File: src/rtl/auth_seq_pkg.sv
package auth_seq_pkg;

    typedef enum logic [2:0] {
        ST_IDLE,
        ST_CHAL_DLY,
        ST_XCHG,
        ST_RSTPD,
        ST_SPU_DLY,
        ST_SPU_ON,
        ST_VERDICT
    } seq_state_e;

    function automatic int unsigned max2(input int unsigned a, input int unsigned b);
        return (a > b) ? a : b;
    endfunction

endpackage

File: src/rtl/auth_chal_sense.sv
module auth_chal_sense (
    input  logic clk,
    input  logic rst_n,
    input  logic chal_in,
    input  logic cfg_chp,
    output logic trig,
    output logic active
);
    // Three-stage history, reset high: a low pin after reset reads as a fall
    logic [2:0] hist;

    always_ff @(posedge clk or negedge rst_n) begin
        if (!rst_n) hist <= 3'b111;
        else        hist <= {hist[1:0], chal_in};
    end

    logic rose, fell;
    assign rose   = hist[1] & ~hist[2];
    assign fell   = ~hist[1] & hist[2];
    assign trig   = cfg_chp ? rose : fell;
    assign active = cfg_chp ? hist[1] : ~hist[1];

endmodule

File: src/rtl/auth_phase_timer.sv
module auth_phase_timer #(
    parameter int PRESCALE = 2,
    parameter int TCW      = 4
) (
    input  logic           clk,
    input  logic           rst_n,
    input  logic           clr,
    input  logic [TCW-1:0] limit,
    output logic           tick,
    output logic           done,
    output logic           first
);
    localparam int PCW = (PRESCALE > 1) ? $clog2(PRESCALE) : 1;

    logic [PCW-1:0] pc;
    logic [TCW-1:0] tc;

    assign tick  = (pc == PCW'(PRESCALE - 1));
    assign done  = tick && (tc == limit);
    assign first = (pc == '0) && (tc == '0);

    always_ff @(posedge clk or negedge rst_n) begin
        if (!rst_n) begin
            pc <= '0;
            tc <= '0;
        end else if (clr) begin
            pc <= '0;
            tc <= '0;
        end else begin
            pc <= tick ? '0 : pc + PCW'(1);
            if (tick) tc <= (tc == limit) ? '0 : tc + TCW'(1);
        end
    end

    AST_TICK_BOUND: assert property (@(posedge clk) disable iff (!rst_n)
        tc <= limit);

endmodule

File: src/rtl/auth_fail_blinker.sv
module auth_fail_blinker #(
    parameter int HALF = 250
) (
    input  logic clk,
    input  logic rst_n,
    input  logic active,
    input  logic tick,
    output logic phase
);
    localparam int BCW = (HALF > 1) ? $clog2(HALF) : 1;

    logic [BCW-1:0] cnt;

    always_ff @(posedge clk or negedge rst_n) begin
        if (!rst_n) begin
            cnt   <= '0;
            phase <= 1'b1;
        end else if (!active) begin
            cnt   <= '0;
            phase <= 1'b1;
        end else if (tick) begin
            if (cnt == BCW'(HALF - 1)) begin
                cnt   <= '0;
                phase <= ~phase;
            end else begin
                cnt <= cnt + BCW'(1);
            end
        end
    end

    AST_BLINK_REST: assert property (@(posedge clk) disable iff (!rst_n)
        !active |=> phase);
    AST_BLINK_HOLD: assert property (@(posedge clk) disable iff (!rst_n)
        (active && !tick) |=> $stable(phase));

endmodule

File: src/rtl/auth_attempt_seq.sv
module auth_attempt_seq
    import auth_seq_pkg::*;
#(
    parameter int PRESCALE         = 50000,
    parameter int CHD_TICKS        = 65,
    parameter int XCHG_TICKS       = 24,
    parameter int RST_TICKS        = 1,
    parameter int SPUD_TICKS       = 6,
    parameter int SPUP_TICKS       = 34,
    parameter int BLINK_HALF_TICKS = 250,
    parameter int MAX_TRIES        = 8
) (
    input  logic       clk,
    input  logic       rst_n,
    input  logic       chal_in,
    input  logic       cfg_chp,
    input  logic       cfg_fom,
    input  logic       cfg_paa,
    input  logic [1:0] cfg_ppt,
    input  logic       eng_done,
    input  logic       eng_match,
    output logic       busy,
    output logic       bus_xchg,
    output logic       bus_rst_pulse,
    output logic       spu_en,
    output logic       eng_req,
    output logic       pass_pull,
    output logic       fail_pull,
    output logic       osc_en
);
    localparam int MAXT = max2(max2(max2(CHD_TICKS, XCHG_TICKS), max2(RST_TICKS, SPUD_TICKS)),
                               SPUP_TICKS);
    localparam int TCW  = $clog2(MAXT + 1);
    localparam int TRW  = (MAX_TRIES > 1) ? $clog2(MAX_TRIES) : 1;
    localparam int NSLOT = 3;

    seq_state_e     state, state_n;
    logic [TCW-1:0] limit;
    logic           tmr_clr, tick, t_done, t_first;
    logic [TRW-1:0] try_cnt;
    logic [1:0]     slot_cnt;
    logic           pass_q, fail_q, init_done;
    logic           trig, chal_active, blink_ph;
    logic           last_try, start_att, verdict_take, slot_adv, sleep_hold;

    auth_chal_sense u_sense (
        .clk     (clk),
        .rst_n   (rst_n),
        .chal_in (chal_in),
        .cfg_chp (cfg_chp),
        .trig    (trig),
        .active  (chal_active)
    );

    auth_phase_timer #(.PRESCALE(PRESCALE), .TCW(TCW)) u_timer (
        .clk   (clk),
        .rst_n (rst_n),
        .clr   (tmr_clr),
        .limit (limit),
        .tick  (tick),
        .done  (t_done),
        .first (t_first)
    );

    auth_fail_blinker #(.HALF(BLINK_HALF_TICKS)) u_blink (
        .clk    (clk),
        .rst_n  (rst_n),
        .active (fail_q),
        .tick   (tick),
        .phase  (blink_ph)
    );

    assign last_try     = (try_cnt == TRW'(MAX_TRIES - 1));
    assign start_att    = (state == ST_IDLE) && trig;
    assign verdict_take = (state == ST_VERDICT) && eng_done;
    assign slot_adv     = (state == ST_RSTPD) && t_done && (slot_cnt != 2'(NSLOT - 1));

    // Tick limit (minus one) for the phase being timed
    always_comb begin
        unique case (state)
            ST_CHAL_DLY: limit = TCW'(CHD_TICKS - 1);
            ST_XCHG:     limit = TCW'(XCHG_TICKS - 1);
            ST_RSTPD:    limit = TCW'(RST_TICKS - 1);
            ST_SPU_DLY:  limit = TCW'(SPUD_TICKS - 1);
            ST_SPU_ON:   limit = TCW'(SPUP_TICKS - 1);
            default:     limit = '0;
        endcase
    end

    // Next-state logic
    always_comb begin
        state_n = state;
        unique case (state)
            ST_IDLE:     if (trig) state_n = ST_CHAL_DLY;
            ST_CHAL_DLY: if (t_done) state_n = ST_XCHG;
            ST_XCHG:     if (t_done) state_n = ST_RSTPD;
            ST_RSTPD:    if (t_done && !slot_adv) state_n = ST_SPU_DLY;
            ST_SPU_DLY:  if (t_done) state_n = ST_SPU_ON;
            ST_SPU_ON:   if (t_done) state_n = ST_VERDICT;
            ST_VERDICT: begin
                if (eng_done) begin
                    if (eng_match || last_try) state_n = ST_IDLE;
                    else                       state_n = ST_XCHG;
                end
            end
            default:     state_n = ST_IDLE;
        endcase
    end

    assign tmr_clr = (state_n != state) || slot_adv;

    // State register
    always_ff @(posedge clk or negedge rst_n) begin
        if (!rst_n) state <= ST_IDLE;
        else        state <= state_n;
    end

    // Try, slot and result registers
    always_ff @(posedge clk or negedge rst_n) begin
        if (!rst_n) begin
            try_cnt   <= '0;
            slot_cnt  <= '0;
            pass_q    <= 1'b0;
            fail_q    <= 1'b0;
            init_done <= 1'b0;
        end else begin
            if (start_att) begin
                try_cnt <= '0;
                pass_q  <= 1'b0;
                fail_q  <= 1'b0;
            end
            if (state == ST_XCHG && t_done) slot_cnt <= '0;
            else if (slot_adv)              slot_cnt <= slot_cnt + 2'd1;
            if (verdict_take) begin
                if (eng_match) begin
                    pass_q    <= 1'b1;
                    init_done <= 1'b1;
                end else if (last_try) begin
                    fail_q    <= 1'b1;
                    init_done <= 1'b1;
                end else begin
                    try_cnt <= try_cnt + TRW'(1);
                end
            end
        end
    end

    // Outputs
    always_comb begin
        busy          = (state != ST_IDLE);
        bus_xchg      = (state == ST_XCHG);
        bus_rst_pulse = (state == ST_RSTPD) && t_first;
        spu_en        = (state == ST_SPU_ON);
        eng_req       = (state == ST_VERDICT);
        pass_pull     = pass_q;
        fail_pull     = fail_q && (!cfg_fom || blink_ph);
        sleep_hold    = !cfg_paa && (cfg_ppt == 2'b00) && !cfg_fom && init_done;
        osc_en        = busy || (chal_active && !sleep_hold);
    end

    AST_SLOT_BOUND: assert property (@(posedge clk) disable iff (!rst_n)
        slot_cnt != 2'd3);
    AST_SPU_ORDER: assert property (@(posedge clk) disable iff (!rst_n)
        $rose(spu_en) |-> $past(state) == ST_SPU_DLY);
    AST_VERDICT_HOLD: assert property (@(posedge clk) disable iff (!rst_n)
        (eng_req && !eng_done) |=> eng_req);
    AST_FAIL_ON_LAST: assert property (@(posedge clk) disable iff (!rst_n)
        (verdict_take && !eng_match && last_try) |=> (fail_q && state == ST_IDLE));
    AST_PASS_STOPS: assert property (@(posedge clk) disable iff (!rst_n)
        (verdict_take && eng_match) |=> (pass_q && state == ST_IDLE));
    AST_CLEAR_ON_START: assert property (@(posedge clk) disable iff (!rst_n)
        start_att |=> (!pass_q && !fail_q));
    AST_RESULT_EXCL: assert property (@(posedge clk) disable iff (!rst_n)
        !(pass_q && fail_q));
    AST_NO_RESTART: assert property (@(posedge clk) disable iff (!rst_n)
        (busy && state != ST_CHAL_DLY) |=> state != ST_CHAL_DLY);

endmodule

File: config.mk
export PLATFORM = sky130hd
export DESIGN_NAME = auth_attempt_seq
export DESIGN_NICKNAME = d
export VERILOG_FILES = /design/src/rtl/auth_seq_pkg.sv /design/src/rtl/auth_chal_sense.sv /design/src/rtl/auth_phase_timer.sv /design/src/rtl/auth_fail_blinker.sv /design/src/rtl/auth_attempt_seq.sv
export SDC_FILE = /design/constraint.sdc
export NUM_CORES = 1
export LEC_CHECK = 0
export BUFFER_PORTS_ARGS = -buffer_cell sky130_fd_sc_hd__buf_4
export CELL_PAD_IN_SITES_DETAIL_PLACEMENT = 1
export CELL_PAD_IN_SITES_GLOBAL_PLACEMENT = 1
export CORE_MARGIN = 2
export CORE_UTILIZATION = 52
export CTS_BUF_LIST = sky130_fd_sc_hd__clkbuf_4
export DETAILED_ROUTE_END_ITERATION = 10
export PLACE_DENSITY = 0.94
export SLEW_MARGIN = 20
export SYNTH_ARGS = -nofsm -noshare
export SYNTH_HDL_FRONTEND = slang
export SYNTH_SLANG_ARGS = --single-unit
File: constraint.sdc
create_clock -name clk -period 4.1 [get_ports clk]
set_input_delay 0.205 -clock clk [delete_from_list [all_inputs] [get_ports clk]]
set_output_delay 0.205 -clock clk [all_outputs]
set_load 0.005 [all_outputs]
==> results of run 1 <==
-- power by group --
part | internal (mW) | leakage (nW) | switching, mW
logic | 0.0800 | 0.646 | 0.0862
clock network | 0.135 | 0.0419 | 0.147
registers | 0.491 | 0.614 | 0.0532
total | 0.706 | 1.30 | 0.286
-- cell families after synthesis --
group	after synthesis	share of synthesized area
DFF	46	0.446
AOI/OAI and AO/OA	53	0.134
buffers and inverters	25	0.0395
xor gates and xnor gates	21	0.0709
muxes	2	0.00771
and+or+nand+nor	127	0.259
adders and majority gates	9	0.0434
-- synth_stat cells (all sizes together), types with 2 or more instances --
cell type   n
a21oi       8
a31oi       2
and2        2
and3        8
and3b       2
and4        2
buf         5
clkbuf      8
dfrtp      42
dfstp       4
ha          9
inv        12
mux2i       2
nand2      19
nand2b      7
nand3      15
nand4       6
nor2       39
nor2b       4
nor3        6
nor3b       4
nor4        5
o211ai      2
o21ai      24
o221ai      2
o2bb2ai     2
o31ai       4
or3         2
or4         2
xnor2      10
xor2       11
-- worst paths after layout --
check	startpoint	end	slack, ns	depth (start not counted)
worst max-delay path	u_timer.pc[11]	bus_rst_pulse	1.49	5
worst min-delay path	eng_done	pass_pull	0.12	2
worst max register to register	state[2]	u_timer.tc[0]	1.66	6
worst min register to register	u_sense.hist[0]	u_sense.hist[1]	0.37	0
max in group asynchronous	rst_n	u_blink.cnt[4]	3.33	2
min in group asynchronous	rst_n	state[0]	0.37	2
-- routing by layer --
layer,GRT usage,share of wire,up-vias
met5,0,0,-
met4,0.0992,0.029,0
met3,0.0375,0.024,16
met2,0.412,0.51,33
met1,0.313,0.44,1079
li1,-,-,1016
-- state kept, by name (all words and copies together) (netlist names) --
register / flops
init_done: 1
slot_cnt: 2
u_timer.tc: 7
fail_q: 1
u_timer.pc: 16
pass_pull: 1
try_cnt: 3
u_sense.hist: 3
u_blink.cnt: 8
u_blink.phase: 1
state: 3
-- cells in the final DEF (no fill, tap or decap), types with 2 or more instances in the layout --
cell type	netlist	routed
sky130_fd_sc_hd__dfrtp_1	42	42
sky130_fd_sc_hd__nor2_1	39	39
sky130_fd_sc_hd__o21ai_0	23	23
sky130_fd_sc_hd__nand2_1	19	19
sky130_fd_sc_hd__buf_4	1	17
sky130_fd_sc_hd__nand3_1	14	14
sky130_fd_sc_hd__inv_1	12	12
sky130_fd_sc_hd__xor2_1	11	11
sky130_fd_sc_hd__xnor2_1	10	10
sky130_fd_sc_hd__ha_1	9	9
sky130_fd_sc_hd__and3_1	8	8
sky130_fd_sc_hd__nand2b_1	7	7
sky130_fd_sc_hd__a21oi_1	7	7
sky130_fd_sc_hd__nor3_1	6	6
sky130_fd_sc_hd__nand4_1	6	6
sky130_fd_sc_hd__clkbuf_4	0	6
sky130_fd_sc_hd__nor2b_1	4	4
sky130_fd_sc_hd__nor3b_1	4	4
sky130_fd_sc_hd__nor4_1	4	4
sky130_fd_sc_hd__o31ai_1	4	4
sky130_fd_sc_hd__dfstp_2	4	4
sky130_fd_sc_hd__and4_1	2	2
sky130_fd_sc_hd__o221ai_1	2	2
sky130_fd_sc_hd__mux2i_1	2	2
sky130_fd_sc_hd__a31oi_1	2	2
sky130_fd_sc_hd__o2bb2ai_1	2	2
sky130_fd_sc_hd__o211ai_1	2	2
sky130_fd_sc_hd__or3_1	2	2
sky130_fd_sc_hd__dlygate4sd3_1	0	2
-- what timing repair did --
item | CTS | global route
hold buffers | 2 | 0
endpoints found under the hold margin | 43 | 0
buffers inserted | 0 | 0
-- worst max-delay path: stages, from the launching register on --
cell and delay [ns]:
sky130_fd_sc_hd__dfrtp_1 0.46, sky130_fd_sc_hd__or4_4 0.56, sky130_fd_sc_hd__nor4_4 0.23, sky130_fd_sc_hd__or2b_1 0.27
sky130_fd_sc_hd__nor4_1 0.34, sky130_fd_sc_hd__buf_4 0.18
-- layout make-up --
class / instances / area [µm²]
sequential: 46 / 1160
multi-input combinational: 212 / 1340
clock buffer: 6 / 45.0
fill: 565 / 1900
inverter: 12 / 45.0
timing repair buffer: 19 / 148
tap: 67 / 83.8
clock inverter: 2 / 37.5
==> flow_metrics.py, run 1 <==
metrics = {
    "run_status": {
        "status": "completed",
    },
    "synth": {
        "synthesis.area_um2": 2590,
        "leading_post_synthesis_cells_by_cell_area": "sky130_fd_sc_hd__dfrtp_1 41%, sky130_fd_sc_hd__nor2_1 5.6%, sky130_fd_sc_hd__o21ai_0 4.4%",
        "netlist_instances": 283,
        "synth_top_cell_area_share": 0.405,
        "postSynthRegisterBits": 46,
        "syn-num-nets": 302,
        "yosysWarningCount": 0,
        "postSynth.asyncResetShare": 1.00,
        "synth.distinct_cells": 52,
        "post-synth-top-area-cell": "sky130_fd_sc_hd__dfrtp_1",
        "synth_seq_area_share": 0.446,
        "synthesis.area_per_instance_um2": 9.17,
        "synth_enable_flop_cells": 0,
        "yosys_most_used_dff": "sky130_fd_sc_hd__dfrtp_1",
    },
    "worst_setup_path": {
        "cp-end-kind": "output port",
        "worst-setup-path-type": "reg -> out",
        "crit_arrival_ns": 2.40,
        "crit_fanout": 5,
        "start_kind": "flop",
        "critPathRequiredTime_ns": 3.89,
    },
    "timing": {
        "unrepaired_setup_endpoints_after_global_routing": "no",
        "timing_hold_violations_final": 0,
        "final_min_period_over_clock_period": 0.636,
        "final.min_clock_period_ns": 2.61,
        "timing.hold.ws_ns": 0.116,
        "tightestPinTransition_ns": 0.736,
        "finalSetupTns_ns": 0,
        "clock_skew_ns": 0.0151,
        "max_freq_ghz": 0.384,
        "max_slew_violation_total_from_the_final_report": 0,
        "setup_slack_ns": 1.49,
        "maxSlewHeadroom": 0.508,
        "setup_viol": 0,
    },
    "die": {
        "core_area_um2": 4750,
        "top_level_ports": 18,
        "core.rowCount": 25,
        "die_height_um": 74.6,
        "die_width_um": 74.6,
        "start_util": 0.546,
        "dieArea_um2": 5570,
    },
    "run": {
        "drv.max_cap_violation_count": 0,
    },
    "worst_hold_path": {
        "hold_path_class": "in -> reg",
    },
    "power_and_ir_drop": {
        "powerDensity_nw_per_um2": 348,
        "post_route_total_power_uw": 992,
        "ir_drop_v": 0.000216,
        "power.static_leakage_nw": 1.30,
    },
    "clock_network": {
        "cts_tree": "built",
        "path_clk_slew_ns": 0.14,
        "cts_sinks": 46,
        "h-tree-depth": 2,
        "cts-root-buf": "sky130_fd_sc_hd__clkbuf_4",
        "cts-root-to-sink-buffers": 2,
        "cts_inserted_buffers": 5,
        "number_of_gates_given_a_new_drive_strength_after_cts": 0,
        "clk-insertion-delay-late_ns": 0.37,
    },
    "final_layout": {
        "post_layout_instance_area_um2": 2850,
        "syn_to_final_growth_pct": 9.88,
        "final_layout_size_suffix_gt1_frac": 0.125,
        "nNetsFinal": 315,
        "utilization": 0.600,
        "insertedDiodeCount": 0,
        "final_cell_count_no_fill": 364,
    },
    "place": {
        "place_ws_ns": 1.76,
        "globalplace.congestion": 0.792,
        "hpwl_after_detailed_placement_um": 4420,
        "placedInstanceArea_um2": 2750,
        "placed_cells": 354,
        "numPortBuffers": 17,
    },
    "global_route": {
        "grt_total_usage": 0.243,
        "grt_pass1_vias": 2173,
        "grt_overflow": 0,
        "grt_start_max_net_pins": 47,
        "grt_pass1_wl_um": 10200,
        "grt_antenna_before_repair": 0,
    },
    "drt": {
        "routedWlPerCell_um": 16.8,
        "drt_drc_violations_left": 0,
        "finalWirelength_um": 6120,
        "ant_nets": 0,
        "drt-vias-per-instance": 5.89,
        "drtPass1Iterations": 4,
        "vias": 2144,
        "first_iter_violations": 90,
    },
}
(Power assumes the default switching activity.)
==> run 2, diff against run 1 <==
--- a/config.mk
+++ b/config.mk
@@ -9,10 +9,10 @@
 export CELL_PAD_IN_SITES_DETAIL_PLACEMENT = 1
 export CELL_PAD_IN_SITES_GLOBAL_PLACEMENT = 1
 export CORE_MARGIN = 2
-export CORE_UTILIZATION = 52
+export CORE_UTILIZATION = 48
 export CTS_BUF_LIST = sky130_fd_sc_hd__clkbuf_4
 export DETAILED_ROUTE_END_ITERATION = 10
-export PLACE_DENSITY = 0.94
+export PLACE_DENSITY = 0.88
 export SLEW_MARGIN = 20
 export SYNTH_ARGS = -nofsm -noshare
 export SYNTH_HDL_FRONTEND = slang
==> constraint.sdc (replaced) <==
create_clock -name clk -period 2.6 [get_ports clk]
set_input_delay 0.13 -clock clk [delete_from_list [all_inputs] [get_ports clk]]
set_output_delay 0.13 -clock clk [all_outputs]
set_load 0.005 [all_outputs]
==> flow_metrics.py, run 2 (synthesis results as in run 1) <==
metrics = {
    "run_status": {
        "status": "completed",
    },
    "run": {
        "drv.max_cap_violation_count": 0,
    },
    "global_route": {
        "grt_pass1_wl_um": 11300,
        "grt_total_usage": 0.237,
        "grt_pass1_vias": 2279,
        "grt_antenna_before_repair": 0,
        "grt_overflow": 0,
        "grt_start_max_net_pins": 47,
    },
    "clock_network": {
        "cts_tree": "built",
        "cts_inserted_buffers": 5,
        "cts-root-to-sink-buffers": 2,
        "cts_sinks": 46,
        "cts-root-buf": "sky130_fd_sc_hd__clkbuf_4",
        "clk-insertion-delay-late_ns": 0.37,
        "h-tree-depth": 2,
        "path_clk_slew_ns": 0.15,
    },
    "drt": {
        "drt_drc_violations_left": 0,
        "finalWirelength_um": 6480,
        "first_iter_violations": 104,
        "drtPass1Iterations": 4,
        "drt-vias-per-instance": 5.76,
        "routedWlPerCell_um": 17.3,
        "ant_nets": 0,
        "vias": 2154,
    },
    "place": {
        "hpwl_after_detailed_placement_um": 4630,
        "numPortBuffers": 17,
        "placedInstanceArea_um2": 2780,
        "place_ws_ns": 0.346,
        "globalplace.congestion": 0.826,
    },
    "final_layout": {
        "largest_register_ffs": 16,
        "top_registers": "u_timer.pc: 16 flops, u_blink.cnt: 8 flops, u_timer.tc: 7 flops",
        "syn_to_final_growth_pct": 12.3,
        "most-common-layout-cells": "41 x sky130_fd_sc_hd__dfrtp_1, 39 x sky130_fd_sc_hd__nor2_1, 24 x sky130_fd_sc_hd__buf_4, 23 x sky130_fd_sc_hd__o21ai_0, 19 x sky130_fd_sc_hd__nand2_1",
        "final_layout_size_suffix_gt1_frac": 0.151,
        "largest_register": "u_timer.pc",
        "layout.cells.most_common": "sky130_fd_sc_hd__dfrtp_1",
        "insertedDiodeCount": 0,
        "layout.filler_cells": 593,
        "nNetsFinal": 322,
        "post_layout_instance_area_um2": 2910,
    },
    "power_and_ir_drop": {
        "powerDensity_nw_per_um2": 549,
        "ir_drop_v": 0.000429,
        "post_route_total_power_mw": 1.60,
        "power.static_leakage_nw": 1.34,
    },
    "die": {
        "start_util": 0.502,
        "dieArea_um2": 6010,
        "die_height_um": 77.5,
        "die_width_um": 77.5,
        "core_area_um2": 5170,
        "core.rowCount": 26,
        "top_level_ports": 18,
    },
    "timing": {
        "setup_slack_ns": 0.143,
        "clock_skew_ns": 0.0137,
        "setup_viol": 0,
        "max_slew_violation_total_from_the_final_report": 0,
        "timing_hold_violations_final": 0,
        "final_min_period_over_clock_period": 0.945,
        "finalSetupTns_ns": 0,
        "final.min_clock_period_ns": 2.46,
        "timing.hold.ws_ns": 0.0451,
        "maxSlewHeadroom": 0.604,
        "max_freq_ghz": 0.407,
        "tightestPinTransition_ns": 0.594,
        "unrepaired_setup_endpoints_after_global_routing": "no",
    },
    "worst_setup_path": {
        "worst-setup-path-type": "reg -> out",
        "crit_arrival_ns": 2.33,
        "critPathRequiredTime_ns": 2.47,
        "start_kind": "flop",
        "cp-end-kind": "output port",
        "crit_fanout": 4,
    },
    "worst_hold_path": {
        "hold_path_class": "in -> reg",
    },
}
## run 2: cell count changes in the layout (fill, tap and decap cells not counted), sizes merged
cell,before,now
clkbuf,6,5
clkinv,0,1
inv,12,13
buf,17,24
clkinvlp,1,0
## run 2: final cells by class
cell class	count	area (µm²)	share of cell area
multi-input combinational	212	1340	0.461
sequential	46	1160	0.397
timing repair buffer	26	200	0.0687
tap	70	87.6	0.0301
inverter	12	45.0	0.0155
clock inverter	3	43.8	0.0150
clock buffer	5	37.5	0.0129
## run 2: per-layer routing
metal | GRT usage | share of wire
met1 | 0.302 | 0.45
met2 | 0.418 | 0.52
met3 | 0.0395 | 0.021
met4 | 0.0571 | 0.0091
met5 | 0 | 0
## run 2: worst paths after layout
| path | depth (start not counted) | startpoint | end | slack [ns] |
|---|---|---|---|---|
| max | 5 | u_timer.pc[11] | bus_rst_pulse | 0.14 |
| min | 2 | eng_done | pass_pull | 0.05 |
| min reg2reg | 0 | u_sense.hist[0] | u_sense.hist[1] | 0.37 |
| max in group asynchronous | 2 | rst_n | u_timer.pc[10] | 1.88 |
| max reg2reg | 7 | u_timer.pc[11] | u_timer.tc[6] | 0.19 |
| min in group asynchronous | 2 | rst_n | u_blink.cnt[6] | 0.28 |
## run 2: repair_timing
| item | CTS | global route |
|---|---|---|
| buffers inserted | 0 | 3 |
| hold buffers | 2 | 0 |
| pin swaps | 0 | 2 |
| hold endpoints to repair | 43 | 0 |
| gates resized for setup | 1 | 1 |
| endpoints found under the setup margin | 1 | 1 |
## run 2: metrics by stage
stage          std cells   util
6_report             374  0.563
5_1_grt              374  0.563
4_1_cts              371  0.559
3_5_place_dp         361  0.538
3_3_place_gp         361  0.538
2_1_floorplan        283      -
## run 2: worst max-delay path: stages (launching register included)
cell and delay [ns]:
sky130_fd_sc_hd__dfrtp_1 0.46, sky130_fd_sc_hd__or4_4 0.56, sky130_fd_sc_hd__nor4_4 0.30, sky130_fd_sc_hd__or2b_1 0.28, sky130_fd_sc_hd__nor4_2 0.19, sky130_fd_sc_hd__buf_4 0.17
## run 2: report_power, final
| part | internal [mW] | switching [mW] | total [mW] |
|---|---|---|---|
| clock network | 0.204 | 0.248 | 0.452 |
| registers | 0.774 | 0.0801 | 0.854 |
| logic | 0.150 | 0.142 | 0.292 |
==> run 3, diff against run 2 <==
--- a/config.mk
+++ b/config.mk
@@ -8,9 +8,10 @@
 export BUFFER_PORTS_ARGS = -buffer_cell sky130_fd_sc_hd__buf_4
 export CELL_PAD_IN_SITES_DETAIL_PLACEMENT = 1
 export CELL_PAD_IN_SITES_GLOBAL_PLACEMENT = 1
+export CORE_ASPECT_RATIO = 2
 export CORE_MARGIN = 2
 export CORE_UTILIZATION = 48
-export CTS_BUF_LIST = sky130_fd_sc_hd__clkbuf_4
+export CTS_BUF_LIST = sky130_fd_sc_hd__clkbuf_8
 export DETAILED_ROUTE_END_ITERATION = 10
 export PLACE_DENSITY = 0.88
 export SLEW_MARGIN = 20
==> flow_metrics.py, run 3 (synthesis results as in run 1) <==
metrics = {
    "worst_setup_path": {
        "crit_slowest_cell": "sky130_fd_sc_hd__or4_4",
        "timing.critical_path.cells": "or4_4, nor4_4, or2b_1, nor4_1, buf_4",
        "worst-setup-path-type": "reg -> out",
        "crit_fanout": 6,
        "cp-end-kind": "output port",
        "reg2reg_depth": 6,
        "rrSetupSlack_ns": 0.39,
        "start_kind": "flop",
        "critPathRequiredTime_ns": 2.47,
        "r2r-end": "u_timer.tc[1]",
        "worst_path_largest_cell_delay_ns": 0.56,
        "crit_arrival_ns": 2.31,
        "critical_path.reg2reg.startpoint": "u_timer.pc[10]",
    },
    "final_layout": {
        "syn_to_final_growth_pct": 11.2,
        "largest_register": "u_timer.pc",
        "most-common-layout-cells": "42 x sky130_fd_sc_hd__dfrtp_1, 39 x sky130_fd_sc_hd__nor2_1, 23 x sky130_fd_sc_hd__o21ai_0, 22 x sky130_fd_sc_hd__buf_4, 19 x sky130_fd_sc_hd__nand2_1",
        "layout.cells.most_common": "sky130_fd_sc_hd__dfrtp_1",
        "layout.filler_cells": 612,
        "final_layout_size_suffix_gt1_frac": 0.136,
        "largest_register_ffs": 16,
        "insertedDiodeCount": 0,
        "nNetsFinal": 320,
        "top_registers": "u_timer.pc: 16 flops, u_blink.cnt: 8 flops, u_timer.tc: 7 flops",
        "final_cell_count_no_fill": 360,
    },
    "clock_network": {
        "cts_inserted_buffers": 5,
        "cts-root-buf": "sky130_fd_sc_hd__clkbuf_8",
        "number_of_gates_given_a_new_drive_strength_after_cts": 0,
        "path_clk_slew_ns": 0.08,
        "cts-root-to-sink-buffers": 2,
        "clk-insertion-delay-late_ns": 0.31,
        "h-tree-depth": 2,
        "cts_sinks": 46,
        "cts_tree": "built",
    },
    "drt": {
        "routedWlPerCell_um": 17.3,
        "drt-vias-per-instance": 5.96,
        "first_iter_violations": 52,
        "vias": 2144,
        "drtPass1Iterations": 4,
        "ant_nets": 0,
        "drt_drc_violations_left": 0,
        "finalWirelength_um": 6240,
    },
    "run": {
        "drv.max_cap_violation_count": 0,
    },
    "worst_hold_path": {
        "hold_start": "eng_done",
        "hold_path_class": "in -> reg",
        "min_to": "pass_pull",
        "holdPathStages": 2,
    },
    "timing": {
        "maxSlewHeadroom": 0.604,
        "setup_viol": 0,
        "unrepaired_setup_endpoints_after_global_routing": "no",
        "max_freq_ghz": 0.411,
        "final.min_clock_period_ns": 2.44,
        "finalSetupTns_ns": 0,
        "timing_hold_violations_final": 0,
        "tightestPinTransition_ns": 0.593,
        "final_min_period_over_clock_period": 0.937,
        "max_slew_violation_total_from_the_final_report": 0,
        "clock_skew_ns": 0.00764,
    },
    "die": {
        "start_util": 0.500,
        "top_level_ports": 18,
        "core.rowCount": 37,
        "dieArea_um2": 6050,
        "die_height_um": 108,
        "die_width_um": 56.0,
        "core_area_um2": 5180,
    },
    "place": {
        "globalplace.congestion": 0.794,
        "numPortBuffers": 17,
        "hpwl_after_detailed_placement_um": 4690,
        "placed_cells": 350,
    },
    "global_route": {
        "grt_start_max_net_pins": 47,
        "grt_pass1_wl_um": 11100,
        "grt_pass1_vias": 2354,
        "grt_total_usage": 0.235,
        "grt_antenna_before_repair": 0,
        "grt_overflow": 0,
    },
    "run_status": {
        "status": "completed",
    },
    "power_and_ir_drop": {
        "powerDensity_nw_per_um2": 547,
        "ir_drop_v": 0.000668,
        "power.static_leakage_nw": 1.34,
    },
}
[run 3: cell types whose count changed in the layout (fill, tap and decap cells not counted)]
| cell | change |
|---|---|
| sky130_fd_sc_hd__clkbuf_8 | +6 |
| sky130_fd_sc_hd__dfrtp_2 | -1 |
| sky130_fd_sc_hd__clkbuf_4 | -5 |
| sky130_fd_sc_hd__inv_1 | +1 |
| sky130_fd_sc_hd__inv_6 | -1 |
| sky130_fd_sc_hd__nor4_2 | -1 |
| sky130_fd_sc_hd__dfrtp_1 | +1 |
| sky130_fd_sc_hd__buf_4 | -2 |
| sky130_fd_sc_hd__bufinv_16 | -1 |
| sky130_fd_sc_hd__nor4_1 | +1 |
[run 3: stage by stage]
stage	setup WS [ns]	total power, mW	area [µm²]	utilization	hold WS, ns
6_report	0.164	1.58	2890	0.557	0.109
3_5_place_dp	0.403	1.13	2780	0.535	0.174
2_1_floorplan	0.623	1.04	2590	-	-0.166
4_1_cts	0.147	1.60	2890	0.557	0.107
3_3_place_gp	0.469	1.11	2780	0.535	0.170
5_1_grt	0.0785	1.67	2890	0.557	0.115
[run 3: worst max-delay path: cells and delay by family, from the launching register on]
kind,cells,cell delay (ns)
buffers and inverters,1,0.17
AND/OR/NAND/NOR,4,1.38
flip-flops,1,0.45
[run 3: worst max-delay path by stage]
stage	start	to	slack (ns)	cells after the start
floorplan	u_timer.pc[11]	u_timer.pc[10]	0.62	7
global placement	u_timer.pc[11]	u_timer.tc[6]	0.47	6
detailed placement	u_timer.pc[10]	u_timer.tc[1]	0.40	6
CTS	u_timer.pc[10]	bus_rst_pulse	0.15	5
global route	u_timer.pc[10]	bus_rst_pulse	0.08	5
finish	u_timer.pc[10]	bus_rst_pulse	0.16	5
[run 3: cell type report]
cell class,instances,area [µm²],area share
multi-input cells,212,1340,0.463
flip-flops and latches,46,1160,0.401
repair buffers,24,185,0.0642
clock buffers,6,82.6,0.0286
well taps,58,72.6,0.0251
inverters,12,45.0,0.0156
clock inverters,2,8.76,0.00303
[run 3: report_power, final]
part | switching (mW) | internal [mW] | leakage [nW]
sequential | 0.0798 | 0.774 | 0.614
clock | 0.250 | 0.211 | 0.0524
combinational | 0.134 | 0.130 | 0.672
total | 0.464 | 1.11 | 1.34
[run 3: routing by layer]
metal / global-route usage / part of all wire / vias up
li1: - / - / 1023
met1: 0.249 / 0.37 / 1072
met2: 0.444 / 0.57 / 35
met3: 0.0371 / 0.028 / 14
met4: 0.109 / 0.029 / 0
met5: 0 / 0 / -
[run 3: what timing repair did]
action	in CTS	in global routing
hold buffers	2	0
setup buffers	0	0
hold endpoints to repair	43	0
